<file path="src/rtl/scsi_host_regs.sv">
module scsi_host_regs #(
  parameter logic [7:0] CHIP_ID = 8'hA2,
  parameter int CNT_W = 24
) (
  input  logic             clk,
  input  logic             rst_n,
  input  logic             wr_en,
  input  logic             rd_en,
  input  logic [3:0]       addr,
  input  logic [7:0]       wdata,
  output logic [7:0]       rdata,
  output logic             irq,
  input  logic [CNT_W-1:0] xfer_count,
  input  logic             evt_valid,
  input  logic [7:0]       evt_irq,
  input  logic [3:0]       evt_flags,
  input  logic             phase_we,
  input  logic [2:0]       phase_in,
  output logic [CNT_W-1:0] start_count,
  output logic [7:0]       dest_id,
  output logic             cmd_stb,
  output logic [7:0]       cmd_code
);
  localparam logic [3:0] A_CNT0 = 4'd0, A_CNT1 = 4'd1, A_CMD = 4'd3, A_STAT = 4'd4,
                         A_ISTAT = 4'd5, A_CTL1 = 4'd8, A_CTL2 = 4'd11, A_CTL3 = 4'd12,
                         A_CTL4 = 4'd13, A_CNT2 = 4'd14;
  localparam logic [2:0] PH_STATUS = 3'b011;
  localparam logic [7:0] ISR_DONE = 8'h08;
  localparam logic [7:0] DMA_NOP = 8'h80;

  logic       int_q;
  logic [3:0] flags_q;
  logic [2:0] phase_q;
  logic [7:0] isr_q;
  logic [7:0] ctl1_q, ctl2_q, ctl3_q, ctl4_q;
  logic [7:0] cmd_q, dest_q;
  logic [CNT_W-1:0] start_q;
  logic       id_avail, id_lock, stb_q;

  logic cmd_wr, is_nop, isr_rd, feat_on, top_wr;
  logic [7:0] isr_base, isr_nxt;
  logic int_base;

  assign cmd_wr  = wr_en && addr == A_CMD;
  assign is_nop  = wdata[6:0] == 7'd0;
  assign isr_rd  = rd_en && addr == A_ISTAT;
  assign feat_on = ctl2_q[6];
  assign top_wr  = wr_en && addr == A_CNT2 && feat_on;

  always_comb begin
    isr_base = isr_q;
    int_base = int_q;
    if (cmd_wr) begin
      isr_base = is_nop ? ISR_DONE : 8'h00;
      int_base = is_nop;
    end else if (isr_rd) begin
      int_base = 1'b0;
    end
    isr_nxt = isr_base | (evt_valid ? evt_irq : 8'h00);
  end

  always_ff @(posedge clk) begin
    if (!rst_n) begin
      int_q    <= 1'b0;
      flags_q  <= '0;
      phase_q  <= PH_STATUS;
      isr_q    <= '0;
      ctl1_q   <= '0;
      ctl2_q   <= '0;
      ctl3_q   <= '0;
      ctl4_q   <= '0;
      cmd_q    <= '0;
      dest_q   <= '0;
      start_q  <= '0;
      id_avail <= 1'b0;
      id_lock  <= 1'b0;
      stb_q    <= 1'b0;
    end else begin
      stb_q <= cmd_wr;
      isr_q <= isr_nxt;
      int_q <= int_base | evt_valid;
      if (evt_valid) flags_q <= evt_flags;
      if (phase_we) phase_q <= phase_in;
      if (wr_en) begin
        case (addr)
          A_CNT0: start_q[7:0]  <= wdata;
          A_CNT1: start_q[15:8] <= wdata;
          A_CMD: begin
            cmd_q <= wdata;
            if (wdata == DMA_NOP && !id_lock) id_avail <= 1'b1;
          end
          A_STAT: dest_q <= wdata;
          A_CTL1: ctl1_q <= wdata;
          A_CTL2: ctl2_q <= wdata;
          A_CTL3: ctl3_q <= wdata;
          A_CTL4: ctl4_q <= wdata;
          default: ;
        endcase
      end
      if (top_wr) begin
        start_q[CNT_W-1:16] <= wdata[CNT_W-17:0];
        id_avail <= 1'b0;
        id_lock  <= 1'b1;
      end
    end
  end

  always_comb begin
    case (addr)
      A_CNT0:  rdata = xfer_count[7:0];
      A_CNT1:  rdata = xfer_count[15:8];
      A_CMD:   rdata = cmd_q;
      A_STAT:  rdata = {int_q, flags_q, phase_q};
      A_ISTAT: rdata = isr_q;
      A_CTL1:  rdata = ctl1_q;
      A_CTL2:  rdata = ctl2_q;
      A_CTL3:  rdata = ctl3_q;
      A_CTL4:  rdata = ctl4_q;
      A_CNT2:  rdata = !feat_on ? 8'h00 : (id_avail ? CHIP_ID : xfer_count[23:16]);
      default: rdata = 8'h00;
    endcase
  end

  assign irq         = int_q;
  assign start_count = start_q;
  assign dest_id     = dest_q;
  assign cmd_stb     = stb_q;
  assign cmd_code    = cmd_q;


  evt_raises_irq_chk: assert property (@(posedge clk) disable iff (!rst_n)
    evt_valid |=> irq);

  isr_read_clears_chk: assert property (@(posedge clk) disable iff (!rst_n)
    (rd_en && addr == A_ISTAT && !evt_valid) |=> (!irq && $stable(isr_q)));

  cmd_clears_chk: assert property (@(posedge clk) disable iff (!rst_n)
    (wr_en && addr == A_CMD && wdata[6:0] != 7'd0 && !evt_valid) |=> (!irq && isr_q == 8'h00 && cmd_stb));

  nop_done_chk: assert property (@(posedge clk) disable iff (!rst_n)
    (wr_en && addr == A_CMD && wdata[6:0] == 7'd0 && !evt_valid) |=> (irq && isr_q == ISR_DONE));

  lock_hides_id_chk: assert property (@(posedge clk) disable iff (!rst_n)
    id_lock |-> !id_avail);

  gate_read_chk: assert property (@(posedge clk) disable iff (!rst_n)
    (addr == A_CNT2 && !ctl2_q[6]) |-> rdata == 8'h00);
endmodule

</file>
<file path="config.mk">
export PLATFORM = sky130hd
export DESIGN_NAME = scsi_host_regs
export DESIGN_NICKNAME = d
export VERILOG_FILES = /design/src/rtl/scsi_host_regs.sv
export SDC_FILE = /design/constraint.sdc
export NUM_CORES = 1
export LEC_CHECK = 0
export BUFFER_PORTS_ARGS = -buffer_cell sky130_fd_sc_hd__buf_4
export CORE_AREA = 2 2 105 107
export CTS_CLUSTER_SIZE = 12
export DETAILED_ROUTE_END_ITERATION = 12
export DIE_AREA = 0 0 107 109
export PLACE_DENSITY = 0.65
export SYNTH_ARGS = -nofsm -noshare
export SYNTH_HDL_FRONTEND = slang
export SYNTH_SLANG_ARGS = --single-unit
</file>
<file path="constraint.sdc">
create_clock -name clk -period 1.55 [get_ports clk]
set_input_delay 0.0775 -clock clk [delete_from_list [all_inputs] [get_ports clk]]
set_output_delay 0.0775 -clock clk [all_outputs]
set_load 0.02 [all_outputs]
</file>
==> metrics <==
outcome finished with violations; failing checks setup timing; DRC Markers 0; Ant. Diodes 0; clk root buf clkbuf_8; critical path data arrival time 1760 ps; Synth Flop Type dfxtp_1; Max Transition Viols Final 0; DR top layer met4; Ys Warns 0; dpl cells 675; pwr dens 866 nW/µm²; routed vias/inst 5.19; Final WS setup -287 ps; WP buf/inv 1; Area contributors post-synth dfxtp_1 (44%), mux2i_1 (19%), nor2_1 (7.6%); Final Util 53.2%; clk sinks 91; Syn-to-layout area delta 36.2%; kind of critical path flip-flop to primary output; routed via count 3676; library cells used by synthesis 56; share of layout cells above drive strength 1 33.5%; Critical Path RT 1470 ps; M1 WL 6010 µm; critical path cell sequence a22o_1 > a222oi_1 > o221ai_1 > buf_4; TritonCTS Buffers 9; largest net degree at the start of global routing 89; skew final 9.04 ps; TritonCTS clock tree yes; Antenna Nets Post-Route 0; initial antenna violation count 0; maximum vdd drop 575 µV; Seq/Total Area, Yosys 44.0%; max capacitance violation total 0; final cell count without fillers 708; PortBufs 106; FFs w/ async S/R, synth 0%; Core ar. 10600 µm²; 1st-iter DRT viols 213; final hold vios 0; vias in the first global route 3759; worst skew pair latency 360 ps; wire length on met2 6340 µm; RD Place Congestion 0.923; clk buf depth 2; Synth area leader dfxtp_1; chip width 107 µm; Site Rows 38; Initial Utilization 39.0%; synthesized instance count 437; Total GRT Usage 23.3%; crit path time final 1840 ps; RSZ-0062 raised after global routing true; WL final 13300 µm; top-area cell type share of the netlist area 44.0%; Layout fillers 1005; met3 wire len 837 µm; Final Power 4.88 mW; Mapped Nets 494; worst min path class primary input to flip-flop; Die Y 109 µm; post-DR wirelength/cell 18.7 µm; Setup crit start kind flip-flop; Yosys reg bits 91; period utilization 119%; Post-DP HPWL 9390 µm; Worst Path Max Fanout 3; crit-path leading delay family compound AO/OA/AOI/OAI gates; Final nets 621; first-pass GRT wire length 20600 µm; Worst slew margin 69.8%; CP max stage delay 420 ps; DRT Pass-1 Iters 5; synthesized area per cell 9.47 µm²; Slowest-stage cell, CP a222oi_1; EDFF count, synth 0; fmax 544 MHz; H-tree depth 3; Worst-path clk slew 90 ps; Worst Tran Pin Value 453 ps; mapped cell area 4140 µm²; critical path endpoint category primary output; num ports 107; DIE AREA 11700 µm²; # setup viols final 6; grt ovf 0; P_leak 2.82 nW
-- synth_stat cells (2+ instances only) --
cell       number
a21o_1          2
a21oi_1        14
a221o_1         2
a222oi_1        2
a22o_1         12
a22oi_1        13
a2bb2oi_1       2
a32o_1          2
a32oi_1         2
and2_1          5
and2b_1         2
and3_1          2
and3b_1         2
buf_2           8
buf_4           5
buf_6           2
clkbuf_1       20
dfxtp_1        91
inv_1           7
mux2_2          3
mux2i_1        78
nand2_1        24
nand3_1         5
nand3_2         4
nand3_4         2
nand4_1         2
nor2_1         84
nor2_4          2
nor2b_1         5
nor3b_1         2
o2111ai_1       2
o21ai_0         3
o221ai_1        2
o32ai_1         2
-- worst paths after layout --
check / startpoint / to / slack [ps] / cells past startpoint
max: cmd_code[0]$_SDFFE_PN0P_ / rdata[0] / -290 / 4
min: phase_we / phase_q[2]$_SDFFE_PN0P_ / 20 / 3
max reg2reg: phase_q[0]$_SDFFE_PN1P_ / phase_q[0]$_SDFFE_PN1P_ / 380 / 3
min reg2reg: id_lock$_SDFFE_PN0P_ / id_lock$_SDFFE_PN0P_ / 450 / 2
-- sequential cells by signal, indices dropped and copies added, names as in the netlist --
register,cells
id_avail,1
ctl2_q,8
flags_q,4
start_count,24
ctl3_q,8
cmd_code,8
ctl1_q,8
dest_id,8
irq,1
id_lock,1
phase_q,3
isr_q,8
cmd_stb,1
ctl4_q,8
-- cell usage in the layout, fill, tap and decap left out, types with 4 or more instances in the layout --
cell,n
a22oi_1,11
mux2i_1,77
dlygate4sd3_1,16
and2_1,5
dfxtp_1,80
a21oi_1,13
a22o_1,12
dfxtp_2,9
inv_1,7
buf_4,131
buf_6,4
clkbuf_8,9
nand2_1,24
nand3_1,5
nor2_1,84
-- worst min-delay path, stage by stage --
cell,delay (ps)
buf_4,110
mux2i_1,70
nor2_1,90
-- cells by family (layout without fill, tap and decap cells) --
family,Yosys count,in the layout,share of synthesized area (%)
muxes,81,81,19.7
buffers and inverters,44,175,5.44
and+or+nand+nor,151,151,17.9
AOI/OAI and AO/OA,70,70,12.9
DFF,91,91,44.0
-- report_power, final --
part	internal, mW	leakage (nW)	total (mW)	switching [mW]
clock network	0.916	0.104	1.80	0.883
registers	2.38	0.744	2.42	0.0331
logic	0.316	1.97	0.665	0.348
total	3.61	2.82	4.88	1.26
-- area by class of cell --
type / count / area (µm²) / area share, %
clock inverter: 5 / 87.6 / 1.55
timing repair buffer: 152 / 1210 / 21.4
multi-input combinational: 302 / 2170 / 38.4
tap: 140 / 175 / 3.11
sequential: 91 / 1840 / 32.7
clock buffer: 10 / 128 / 2.26
inverter: 8 / 30.0 / 0.533
-- metrics by stage --
stage	hold slack [ps]	setup TNS, ps	instance area, µm²	setup WS (ps)
after floorplan	139	0	4140	198
after global placement	285	-1.97	5140	-1.97
after detailed placement	283	-151	5140	-48.0
after CTS	6.21	-994	5590	-252
after global routing	17.9	-1460	5640	-327
final	21.1	-971	5640	-287
-- routing by layer --
layer	vias up	global-route usage (%)
met5	-	0
met2	119	39.8
met4	0	4.17
li1	1787	-
met3	7	5.32
met1	1763	30.5
-- timing repair --
| action | CTS | global route |
|---|---|---|
| resized for setup | 21 | 10 |
| cloned | 0 | 0 |
| endpoints found under the setup margin | 8 | 8 |
| hold buffers | 16 | 0 |
| pin swaps | 14 | 5 |
| hold endpoints to repair | 15 | 0 |
| setup buffers | 2 | 0 |
Note: power is estimated with default switching activity, not from simulation.
